[src/rtl/rtc_cal_pkg.sv]
// Package: shared constants, byte indices and BCD helpers for the clock core.
// Assumes all stored values are valid packed BCD.
package rtc_cal_pkg;

    localparam int NUM_REGS = 9;
    localparam int ADDR_W   = 4;

    typedef enum logic [ADDR_W-1:0] {
        IDX_HUND  = 4'd0,
        IDX_SEC   = 4'd1,
        IDX_MIN   = 4'd2,
        IDX_HOUR  = 4'd3,
        IDX_DAY   = 4'd4,
        IDX_DATE  = 4'd5,
        IDX_MONTH = 4'd6,
        IDX_YEAR  = 4'd7,
        IDX_CENT  = 4'd8
    } reg_idx_e;

    typedef logic [NUM_REGS-1:0][7:0] time_vec_t;

    // Advance a two-digit BCD value by one, with a per-nibble wrap.
    function automatic logic [7:0] bcd_inc(input logic [7:0] v);
        logic [3:0] lo;
        logic [3:0] hi;
        lo = v[3:0];
        hi = v[7:4];
        if (lo >= 4'd9) begin
            lo = 4'd0;
            hi = (hi >= 4'd9) ? 4'd0 : hi + 4'd1;
        end else begin
            lo = lo + 4'd1;
        end
        return {hi, lo};
    endfunction

    // Convert two BCD digits to binary.
    function automatic logic [6:0] bcd_to_bin(input logic [7:0] v);
        return 7'(v[7:4]) * 7'd10 + 7'(v[3:0]);
    endfunction

    // Leap test: divisible-by-four rule only.
    function automatic logic is_leap(input logic [7:0] year);
        return (bcd_to_bin(year) % 7'd4) == 7'd0;
    endfunction

    // Last day of a month, in BCD.
    function automatic logic [7:0] month_last(input logic [7:0] month, input logic [7:0] year);
        case (month)
            8'h02:                      return is_leap(year) ? 8'h29 : 8'h28;
            8'h04, 8'h06, 8'h09, 8'h11: return 8'h30;
            default:                    return 8'h31;
        endcase
    endfunction

    // Reset and wrap value of each field.
    function automatic logic [7:0] base_val(input int idx);
        if (idx == int'(IDX_DAY) || idx == int'(IDX_DATE) || idx == int'(IDX_MONTH))
            return 8'h01;
        return 8'h00;
    endfunction

endpackage

[src/rtl/rtc_frac_div.sv]
// Fractional divider: adds STEP_HZ per input tick and makes a step each time
// the sum reaches SRC_HZ, keeping the remainder so that no error accumulates.
// Assumes STEP_HZ < SRC_HZ. A clear has priority and suppresses the step.
module rtc_frac_div #(
    parameter int SRC_HZ  = 32768,
    parameter int STEP_HZ = 100,
    localparam int ACC_W  = $clog2(SRC_HZ + STEP_HZ)
) (
    input  logic             clk,
    input  logic             rst_n,
    input  logic             tick_in,
    input  logic             clr,
    output logic             step,
    output logic [ACC_W-1:0] acc_o
);
    localparam logic [ACC_W:0] INC = (ACC_W+1)'(STEP_HZ);
    localparam logic [ACC_W:0] LIM = (ACC_W+1)'(SRC_HZ);

    logic [ACC_W-1:0] acc;
    logic [ACC_W:0]   sum;

    // Next accumulator sum and the step decision.
    always_comb begin
        sum  = {1'b0, acc} + INC;
        step = tick_in && !clr && (sum >= LIM);
    end

    // Accumulator register.
    always_ff @(posedge clk) begin
        if (!rst_n || clr)
            acc <= '0;
        else if (tick_in)
            acc <= step ? ACC_W'(sum - LIM) : ACC_W'(sum);
    end

    assign acc_o = acc;
endmodule

[src/rtl/rtc_time_chain.sv]
// Time chain: nine BCD field registers. On a step it either loads the pending
// host bytes (no increment that step) or runs the carry cascade.
// Assumes fields hold valid BCD; a day of month above the month's last day also wraps.
module rtc_time_chain
    import rtc_cal_pkg::*;
(
    input  logic                clk,
    input  logic                rst_n,
    input  logic                step,
    input  logic [NUM_REGS-1:0] load_mask,
    input  time_vec_t           load_val,
    output time_vec_t           time_q
);
    time_vec_t nxt;

    // Next value of every field: a load or the rollover cascade.
    always_comb begin
        logic       carry;
        logic [7:0] lim;
        nxt   = time_q;
        carry = 1'b1;
        if (step) begin
            if (|load_mask) begin
                for (int i = 0; i < NUM_REGS; i++)
                    if (load_mask[i]) nxt[i] = load_val[i];
            end else begin
                for (int i = 0; i < NUM_REGS; i++) begin
                    if (i == int'(IDX_DAY)) continue;
                    if (i == int'(IDX_DATE) && carry)
                        nxt[IDX_DAY] = (time_q[IDX_DAY] >= 8'h07) ? 8'h01 : bcd_inc(time_q[IDX_DAY]);
                    case (i)
                        int'(IDX_HUND), int'(IDX_YEAR), int'(IDX_CENT): lim = 8'h99;
                        int'(IDX_SEC), int'(IDX_MIN):                   lim = 8'h59;
                        int'(IDX_HOUR):                                 lim = 8'h23;
                        int'(IDX_DATE):  lim = month_last(time_q[IDX_MONTH], time_q[IDX_YEAR]);
                        default:                                        lim = 8'h12;
                    endcase
                    if (carry) begin
                        if (time_q[i] >= lim) begin
                            nxt[i] = base_val(i);
                        end else begin
                            nxt[i] = bcd_inc(time_q[i]);
                            carry  = 1'b0;
                        end
                    end
                end
            end
        end
    end

    // One register per field, each with its own reset value.
    for (genvar g = 0; g < NUM_REGS; g++) begin : g_field
        always_ff @(posedge clk) begin
            if (!rst_n) time_q[g] <= base_val(g);
            else        time_q[g] <= nxt[g];
        end
    end
endmodule

[src/rtl/rtc_host_port.sv]
// Host port: byte pointer with auto-increment, a shadow snapshot taken on a
// pointer load, and pending write bytes released on the next step.
// Assumes addr_load has priority over the read and write strobes.
module rtc_host_port
    import rtc_cal_pkg::*;
(
    input  logic                clk,
    input  logic                rst_n,
    input  logic                addr_load,
    input  logic [ADDR_W-1:0]   addr_in,
    input  logic                rd_en,
    input  logic                wr_en,
    input  logic [7:0]          wr_data,
    input  logic                step,
    input  time_vec_t           time_q,
    output logic [7:0]          rd_data,
    output logic [NUM_REGS-1:0] pend_mask,
    output time_vec_t           pend_val,
    output logic                sec_wr,
    output logic [ADDR_W-1:0]   ptr,
    output time_vec_t           shadow
);
    localparam logic [ADDR_W-1:0] LAST = ADDR_W'(NUM_REGS - 1);

    logic wr_hit;

    // Decode a write that takes effect this cycle.
    always_comb begin
        wr_hit = wr_en && !addr_load;
        sec_wr = wr_hit && (ptr == IDX_SEC);
    end

    // Byte pointer: load, or advance with a wrap.
    always_ff @(posedge clk) begin
        if (!rst_n)
            ptr <= '0;
        else if (addr_load)
            ptr <= (addr_in > LAST) ? '0 : addr_in;
        else if (rd_en || wr_en)
            ptr <= (ptr == LAST) ? '0 : ptr + 1'b1;
    end

    // Shadow snapshot for reads.
    always_ff @(posedge clk) begin
        if (!rst_n)         shadow <= '0;
        else if (addr_load) shadow <= time_q;
    end

    // Pending bytes: set by a write, cleared by the step that loads them.
    for (genvar g = 0; g < NUM_REGS; g++) begin : g_pend
        always_ff @(posedge clk) begin
            if (!rst_n) begin
                pend_mask[g] <= 1'b0;
                pend_val[g]  <= '0;
            end else if (wr_hit && ptr == ADDR_W'(g)) begin
                pend_mask[g] <= 1'b1;
                pend_val[g]  <= wr_data;
            end else if (step) begin
                pend_mask[g] <= 1'b0;
            end
        end
    end

    assign rd_data = shadow[ptr];
endmodule

[src/rtl/rtc_bcd_calendar.sv]
// Top: BCD clock and calendar core. Connects the divider, the time chain and
// the host port. Assumes tick_32k is a one-cycle enable per reference period.
module rtc_bcd_calendar
    import rtc_cal_pkg::*;
#(
    parameter int SRC_HZ  = 32768,
    parameter int STEP_HZ = 100,
    localparam int ACC_W  = $clog2(SRC_HZ + STEP_HZ)
) (
    input  logic              clk,
    input  logic              rst_n,
    input  logic              tick_32k,
    input  logic              addr_load,
    input  logic [ADDR_W-1:0] addr_in,
    input  logic              wr_en,
    input  logic [7:0]        wr_data,
    input  logic              rd_en,
    output logic [7:0]        rd_data
);
    logic                step;
    logic                sec_wr;
    logic                pend_any;
    logic [ACC_W-1:0]    div_acc;
    logic [NUM_REGS-1:0] pend_mask;
    logic [ADDR_W-1:0]   ptr;
    time_vec_t           pend_val;
    time_vec_t           time_q;
    time_vec_t           shadow;

    assign pend_any = |pend_mask;

    rtc_frac_div #(.SRC_HZ(SRC_HZ), .STEP_HZ(STEP_HZ)) u_div (
        .clk(clk), .rst_n(rst_n), .tick_in(tick_32k), .clr(sec_wr),
        .step(step), .acc_o(div_acc)
    );

    rtc_time_chain u_chain (
        .clk(clk), .rst_n(rst_n), .step(step),
        .load_mask(pend_mask), .load_val(pend_val), .time_q(time_q)
    );

    rtc_host_port u_port (
        .clk(clk), .rst_n(rst_n), .addr_load(addr_load), .addr_in(addr_in),
        .rd_en(rd_en), .wr_en(wr_en), .wr_data(wr_data), .step(step),
        .time_q(time_q), .rd_data(rd_data), .pend_mask(pend_mask),
        .pend_val(pend_val), .sec_wr(sec_wr), .ptr(ptr), .shadow(shadow)
    );
endmodule

[config.mk]
export PLATFORM = sky130hd
export DESIGN_NAME = rtc_bcd_calendar
export DESIGN_NICKNAME = d
export VERILOG_FILES = /design/src/rtl/rtc_cal_pkg.sv /design/src/rtl/rtc_frac_div.sv /design/src/rtl/rtc_time_chain.sv /design/src/rtl/rtc_host_port.sv /design/src/rtl/rtc_bcd_calendar.sv
export SDC_FILE = /design/constraint.sdc
export NUM_CORES = 1
export LEC_CHECK = 0
export BUFFER_PORTS_ARGS = -buffer_cell sky130_fd_sc_hd__clkbuf_2
export CORE_MARGIN = 3
export CORE_UTILIZATION = 57
export DETAILED_ROUTE_END_ITERATION = 16
export MAX_ROUTING_LAYER = met4
export PLACE_DENSITY_LB_ADDON = 0.08
export SLEW_MARGIN = 0
export SYNTH_ARGS = -nofsm -noshare
export SYNTH_HDL_FRONTEND = slang
export SYNTH_HIERARCHICAL = 1
export SYNTH_SLANG_ARGS = --single-unit
[constraint.sdc]
create_clock -name clk -period 3.9 [get_ports clk]
set_clock_uncertainty 0.05 [all_clocks]
set_input_delay 1.17 -clock clk [delete_from_list [all_inputs] [get_ports clk]]
set_output_delay 1.17 -clock clk [all_outputs]
set_load 0.02 [all_outputs]
==> results.py, run 1 <==
metrics = {
    "clock_tree": {
        "cts_tree": "yes",
        "cts_sinks": 243,
        "cts_resized": 0,
        "clk_pin_slew_ns": 0.06,
        "cts_buffers": 27,
        "root_buffer": "clkbuf_16",
        "htree_levels": 1,
        "cts_setup_buffers": 0,
        "worstSkewPairLatency_ns": 0.53,
        "clock_path_buffers": 3,
        "holdBufCountCts": 0,
    },
    "finish": {
        "final_cell_mix": "243 x dfxtp_1, 153 x mux2i_1, 122 x nand2_1",
        "nFillCells": 1886,
        "areaGrowthSynthToFinish_pct": 9.15,
        "postLayoutCoreUtil_pct": 63.4,
        "fin_area_um2": 13900,
        "antenna_cells": 0,
        "layout-drive-gt1-share_pct": 9.59,
        "final_common_cell": "dfxtp_1",
        "nets": 1475,
    },
    "hold_path": {
        "hold_class": "reg -> reg",
    },
    "global_routing": {
        "grt_max_degree": 163,
        "antenna_found_initial": 0,
        "overflow": 0,
        "grt_use_total_pct": 27.3,
        "grt_pass1_vias": 9431,
        "grt_pass1_wl_mm": 51.9,
    },
    "power_and_ir_drop": {
        "irDropWorstVdd_mv": 0.334,
        "p_leak_nw": 5.56,
        "power_density_nw_per_um2": 398,
    },
    "logic_synthesis": {
        "netlist_instances": 1390,
        "syn_avg_cell_area_um2": 9.15,
        "ys_warn_count": 6,
        "synth_nets": 1474,
        "synth_area_um2": 12700,
    },
    "timing": {
        "final_hold_viol_count": 0,
        "setup_viol": 0,
        "slew_violations": 0,
        "setup-tns-final_ns": 0,
        "rsz0062_at_grt": "false",
        "slew_headroom_pct": 22.7,
        "fmax_mhz": 275,
        "tightest_slew_ns": 1.16,
        "fin_ws_ns": 0.263,
        "period_needed_ns": 3.64,
        "fin_crit_sh_pct": 93.3,
    },
    "floorplanning": {
        "die_h_um": 155,
        "pin_count": 26,
        "rows": 54,
        "die_w_um": 155,
        "start_util_pct": 58.1,
        "core_area_um2": 21900,
        "die_area_um2": 24100,
    },
    "setup_path": {
        "crit_required_ns": 2.68,
        "arrival_ns": 2.42,
        "critical_path.endpoint_type": "primary output",
        "cp_max_fo": 31,
        "crit_type": "reg -> out",
        "regToRegSetupSlack_ns": 0.39,
        "startpoint_type": "flip-flop",
    },
    "placed_design": {
        "gp_congestion": 0.931,
        "dp_hpwl_mm": 22.3,
        "pre_cts_slack_ns": 0.0969,
        "numPortBuffers": 25,
        "placed_area_um2": 13000,
    },
    "route": {
        "antenna_left": 0,
        "drtPass1Iterations": 5,
        "top_layer_used": "met4",
        "dr_wl_met2_mm": 13.8,
        "detail_route.wl_per_cell_um": 19.6,
        "drt_iter0_drc": 936,
        "route.final.wire_length_mm": 33.1,
        "met1_length_mm": 15.8,
        "drc": 0,
        "routed_via_density": 6.06,
        "vias": 10223,
        "dr_wl_met3_mm": 2.40,
    },
    "job": {
        "maxCapViolations": 0,
    },
    "run_status": {
        "status": "finished, final reports clean",
    },
}
==> critical path, cell delays in order (launching register included) <==
cell,delay (ns)
dfxtp_1,0.60
buf_12,0.25
mux2i_1,0.39
o21ai_0,0.15
o32a_1,0.32
clkbuf_2,0.16
==> state kept, by name, summed over array words and instances (netlist names) <==
| name | cells |
|---|---|
| u_div/acc_o | 14 |
| u_port/pend_mask | 9 |
| u_port/shadow | 72 |
| u_chain/time_q | 72 |
| u_port/ptr | 4 |
| u_port/pend_val | 72 |
==> metrics by stage <==
step	power, mW	cells	hold slack [ns]
after floorplan	2.92	1390	0.371
after global placement	3.04	1642	0.388
after detailed placement	3.05	1642	0.395
after CTS	5.56	1688	0.403
after global routing	5.70	1688	0.428
final	5.52	1688	0.405
==> area by class of cell <==
type | instances | area [µm²] | share of cell area [%]
Inverter | 63 | 236 | 1.70
Tap cell | 280 | 350 | 2.52
Clock buffer | 37 | 743 | 5.35
Clock inverter | 9 | 123 | 0.883
Timing Repair Buffer | 49 | 335 | 2.41
Sequential cell | 243 | 4860 | 35.0
Multi-Input combinational cell | 1007 | 7230 | 52.1
==> report_power, final <==
| group | internal (mW) | switching [mW] | total (mW) |
|---|---|---|---|
| Clock | 1.52 | 1.01 | 2.52 |
| Sequential | 2.50 | 0.0279 | 2.53 |
| Combinational | 0.154 | 0.314 | 0.468 |
==> worst paths after layout <==
path                                      start            endpoint  cells after the start
worst max register to register    u_port/ptr[1]  u_chain/time_q[53]                     12
worst min register to register  u_div/acc_o[15]     u_div/acc_o[15]                      2
worst max-delay path              u_port/ptr[2]          rd_data[7]                      5
worst min-delay path            u_div/acc_o[15]     u_div/acc_o[15]                      2
==> routing by layer <==
metal  vias up  track usage (%)
met5         -                -
met4         0             8.42
met3        69             4.67
met2       300             39.2
met1      4870             39.4
li1       4984                -
No activity file was read; power rests on OpenSTA's default activity.
==> run 2: changes to the inputs <==
REMOVE_ABC_BUFFERS = 1   (was not set)
==> run 2 against run 1 <==
Register-to-register slack lost 0.04 ns. Die area is the same. Setup slack lost 0.13 ns. Critical path type unchanged. Largest cell class unchanged.
==> results.py, run 2 (same netlist as run 1, synthesis figures left out) <==
metrics = {
    "setup_path": {
        "r2r-start": "u_chain/time_q[52]",
        "startpoint_type": "flip-flop",
        "cp_max_fo": 11,
        "r2r_end": "u_chain/time_q[48]",
        "crit_required_ns": 2.68,
        "crit_start": "u_port/ptr[3]",
        "critical_path.endpoint_type": "primary output",
        "arrival_ns": 2.55,
        "regToRegSetupSlack_ns": 0.35,
        "crit_type": "reg -> out",
        "endpoint": "rd_data[3]",
        "reg2regPathDepth": 14,
    },
    "finish": {
        "top_regs": "u_chain/time_q (72), u_port/pend_val (72), u_port/shadow (72)",
        "postLayoutCoreUtil_pct": 64.3,
        "layout-drive-gt1-share_pct": 10.4,
        "nets": 1481,
        "areaGrowthSynthToFinish_pct": 10.7,
        "final_cell_mix": "243 x dfxtp_1, 153 x mux2i_1, 122 x nand2_1",
        "final_common_cell": "dfxtp_1",
        "antenna_cells": 0,
    },
    "route": {
        "routed_via_density": 6.09,
        "vias": 10348,
        "drt_iter0_drc": 799,
        "drtPass1Iterations": 5,
        "detail_route.wl_per_cell_um": 19.9,
        "drc": 0,
        "antenna_left": 0,
        "route.final.wire_length_mm": 33.8,
    },
    "floorplanning": {
        "pin_count": 26,
        "start_util_pct": 58.1,
        "die_w_um": 155,
        "die_area_um2": 24100,
        "die_h_um": 155,
        "core_area_um2": 21900,
        "rows": 54,
    },
    "power_and_ir_drop": {
        "power_density_nw_per_um2": 416,
        "p_leak_nw": 5.66,
        "irDropWorstVdd_mv": 0.369,
        "power.total_mw": 5.86,
    },
    "timing": {
        "slew_headroom_pct": 36.9,
        "final_hold_viol_count": 0,
        "slew_violations": 0,
        "fmax_mhz": 265,
        "fin_crit_sh_pct": 96.7,
        "fin_hold_ws_ns": 0.408,
        "setup_viol": 0,
        "rsz0062_at_grt": "false",
        "tightest_slew_ns": 0.946,
        "period_needed_ns": 3.77,
    },
    "clock_tree": {
        "clk_pin_slew_ns": 0.06,
        "cts_buffers": 28,
        "worstSkewPairLatency_ns": 0.53,
        "cts_setup_buffers": 0,
        "holdBufCountCts": 0,
        "htree_levels": 1,
        "cts_tree": "yes",
        "root_buffer": "clkbuf_16",
        "cts_sinks": 243,
        "clock_path_buffers": 3,
    },
    "global_routing": {
        "grt_max_degree": 151,
        "grt_use_total_pct": 28.4,
        "antenna_found_initial": 0,
        "grt_pass1_vias": 9780,
        "overflow": 0,
        "grt_pass1_wl_mm": 54.0,
    },
    "hold_path": {
        "hold_class": "reg -> reg",
    },
    "placed_design": {
        "gp_congestion": 0.912,
        "numPortBuffers": 25,
        "dp_hpwl_mm": 22.9,
    },
    "run_status": {
        "status": "finished, final reports clean",
    },
    "job": {
        "maxCapViolations": 0,
    },
}
==> run 2: changes by cell type in the layout (fill, tap and decap cells not counted) <==
cell / change
buf_4: +4
buf_6: +1
bufinv_16: +1
clkbuf_1: -3
clkbuf_16: +2
clkbuf_8: +7
clkinv_2: -1
o41ai_1: +1
o41ai_2: -1
==> run 2: per-stage QoR <==
stage          instances  setup TNS [ns]  cell area (µm²)  worst slack (ns)
2_1_floorplan       1313          -21.40            12300             -1.40
3_3_place_gp        1647               0            13100            0.0876
3_5_place_dp        1647               0            13100            0.0354
4_1_cts             1699               0            14100             0.120
5_1_grt             1699               0            14100            0.0533
6_report            1699               0            14100             0.128
==> run 2: critical path, stage by stage, from the launching register on <==
cell and delay, ns:
dfxtp_1 0.65, buf_4 0.29, a211oi_1 0.09, a211oi_1 0.52, o22a_1 0.28, clkbuf_2 0.19
==> run 2: layout make-up <==
type,count,area (µm²)
Timing Repair Buffer,54,377
Clock inverter,9,148
Sequential cell,243,4860
Inverter,63,236
Fill cell,1887,7810
Multi-Input combinational cell,1007,7230
Clock buffer,43,878
Tap cell,280,350
==> run 2: how the worst min path moves through the flow <==
stage,startpoint,endpoint,slack (ns),depth (start not counted)
CTS,u_div/acc_o[15],u_div/acc_o[15],0.40,2
floorplan,u_div/acc_o[15],u_div/acc_o[15],0.37,2
finish,u_port/pend_val[15],u_port/pend_val[15],0.41,2
global route,u_port/pend_val[16],u_port/pend_val[16],0.43,2
global placement,u_div/acc_o[15],u_div/acc_o[15],0.39,2
detailed placement,u_div/acc_o[15],u_div/acc_o[15],0.40,2
==> run 2: power breakdown <==
part | total, mW | leakage [nW] | internal [mW] | switching, mW
registers | 2.53 | 1.96 | 2.50 | 0.0281
logic | 0.484 | 3.20 | 0.156 | 0.328
clock network | 2.84 | 0.506 | 1.80 | 1.04
==> run 2: metal layers <==
metal / GRT usage (%) / wire length (µm)
met5: - / 0
met4: 8.59 / 1070
met2: 44.1 / 15400
met1: 38.3 / 15100
met3: 4.59 / 2230
==> run 2: timing repair <==
item	in CTS	in global routing
setup endpoints to repair	0	1
gates resized for setup	0	1
hold endpoints to repair	0	0
==> run 3: changes to the inputs <==
CTS_CLUSTER_SIZE = 20   (was not set)
SETUP_SLACK_MARGIN = 0.5   (was not set)
==> run 3 against run 2 <==
Sequential power hardly changed. Flip-flop and latch count did not move. Register-to-register slack improved by 0.35 ns. Sequential share of layout area decreased by 0.35 points. Core utilization increased by 0.82 points. Power increased by 0.31%. Design area increased by 1.3%. Fmax grew 11%. Combinational power is 2% higher. Clock power about the same. Setup slack improved by 0.37 ns. Via count up 0.51%. Critical path type unchanged. Largest cell class unchanged. Largest power group unchanged. Highest routed layer unchanged.
==> results.py, run 3 (same netlist as run 1, synthesis figures left out) <==
metrics = {
    "clock_tree": {
        "cts_sinks": 243,
        "cts_tree": "yes",
        "clock_path_buffers": 3,
        "holdBufCountCts": 0,
        "clk_pin_slew_ns": 0.06,
        "root_buffer": "clkbuf_16",
        "htree_levels": 1,
        "worstSkewPairLatency_ns": 0.54,
        "cts_buffers": 28,
    },
    "route": {
        "antenna_left": 0,
        "drt_iter0_drc": 848,
        "drc": 0,
        "drtPass1Iterations": 5,
        "vias": 10401,
        "detail_route.wl_per_cell_um": 20.1,
        "routed_via_density": 6.11,
        "route.final.wire_length_mm": 34.2,
    },
    "setup_path": {
        "crit_family": "compound AO/OA/AOI/OAI gates",
        "cp_max_fo": 39,
        "crit_required_ns": 2.68,
        "cp_slowest_stage_delay_ns": 0.43,
        "crit_start": "u_port/ptr[2]",
        "critPathBufInv": 2,
        "arrival_ns": 2.18,
        "path_cells": "buf_12 -> nor2b_1 -> a211oi_1 -> a211oi_2 -> o22a_1 -> clkbuf_2",
        "path_depth": 6,
        "r2r_end": "u_chain/time_q[71]",
        "regToRegSetupSlack_ns": 0.70,
        "endpoint": "rd_data[6]",
        "startpoint_type": "flip-flop",
        "reg2regPathDepth": 15,
        "slowest_stage": "a211oi_1",
        "r2r-start": "u_chain/time_q[53]",
        "crit_type": "reg -> out",
        "critical_path.endpoint_type": "primary output",
    },
    "global_routing": {
        "antenna_found_initial": 0,
        "grt_pass1_wl_mm": 54.1,
        "grt_pass1_vias": 9792,
        "overflow": 0,
        "grt_max_degree": 151,
        "grt_use_total_pct": 28.4,
    },
    "timing": {
        "tightest_slew_ns": 0.934,
        "fin_ws_ns": 0.503,
        "slew_violations": 0,
        "rsz0062_at_grt": "true",
        "final_hold_viol_count": 0,
        "slew_headroom_pct": 37.8,
        "fin_crit_sh_pct": 87.1,
        "fmax_mhz": 294,
        "setup_viol": 0,
        "period_needed_ns": 3.40,
    },
    "finish": {
        "antenna_cells": 0,
        "top_regs": "u_chain/time_q (72), u_port/pend_val (72), u_port/shadow (72)",
        "final_cell_mix": "238 x dfxtp_1, 152 x mux2i_1, 122 x nand2_1",
        "stdcell_count": 1702,
        "fin_area_um2": 14300,
        "layout-drive-gt1-share_pct": 12.4,
        "nets": 1484,
        "final_common_cell": "dfxtp_1",
        "areaGrowthSynthToFinish_pct": 12.1,
    },
    "floorplanning": {
        "pin_count": 26,
        "start_util_pct": 58.1,
        "rows": 54,
        "die_area_um2": 24100,
        "core_area_um2": 21900,
        "die_h_um": 155,
        "die_w_um": 155,
    },
    "placed_design": {
        "pre_cts_slack_ns": 0.0354,
        "placed_area_um2": 13100,
        "numPortBuffers": 25,
        "dp.cells": 1647,
        "dp_hpwl_mm": 22.9,
        "gp_congestion": 0.912,
    },
    "run_status": {
        "status": "finished, final reports clean",
    },
    "power_and_ir_drop": {
        "irDropWorstVdd_mv": 0.369,
        "p_leak_nw": 5.70,
        "power_density_nw_per_um2": 412,
    },
    "hold_path": {
        "hold_class": "reg -> reg",
    },
    "job": {
        "maxCapViolations": 0,
    },
}
[run 3: layout make-up]
cell class | count | area, µm²
Fill cell | 1866 | 7630
Multi-Input combinational cell | 1007 | 7350
Sequential cell | 243 | 4880
Clock buffer | 43 | 878
Timing Repair Buffer | 57 | 420
Tap cell | 280 | 350
Inverter | 63 | 236
Clock inverter | 9 | 148
[run 3: worst min-delay path: stages (launching register included)]
cell	delay, ns
dfxtp_1	0.32
nand2_1	0.06
a21oi_1	0.04
[run 3: per-stage QoR]
stage	hold WS (ns)	setup TNS [ns]	util, %	total power [mW]
6_report	0.407	0	65.1	5.88
5_1_grt	0.429	0	65.1	6.08
2_1_floorplan	0.371	-21.40	-	2.85
4_1_cts	0.405	0	64.5	5.91
3_5_place_dp	0.395	0	59.6	3.06
3_3_place_gp	0.387	0	59.6	3.06
[run 3: power breakdown]
group | internal [mW] | switching, mW
sequential | 2.50 | 0.0289
combinational | 0.161 | 0.332
clock | 1.81 | 1.05
[run 3: layer usage]
layer	track usage [%]	part of all wire (%)	vias to the layer above	routed length, µm
li1	-	-	5014	-
met1	38.3	44	4978	15200
met2	44.0	46	326	15600
met3	4.62	6.8	83	2320
met4	9.05	3.2	0	1100
met5	-	0	-	0
[run 3: worst min-delay path by stage]
stage,slack (ns),startpoint,cells past startpoint,endpoint
detailed placement,0.40,u_div/acc_o[15],2,u_div/acc_o[15]
CTS,0.40,u_div/acc_o[15],2,u_div/acc_o[15]
global route,0.43,u_port/pend_val[16],2,u_port/pend_val[16]
global placement,0.39,u_div/acc_o[15],2,u_div/acc_o[15]
floorplan,0.37,u_div/acc_o[15],2,u_div/acc_o[15]
finish,0.41,u_div/acc_o[15],2,u_div/acc_o[15]
[run 3: timing repair]
action | 4_1_cts | 5_1_grt
setup buffers | 0 | 3
setup endpoints to repair | 19 | 39
pin swaps | 0 | 1
gates resized for setup | 13 | 25
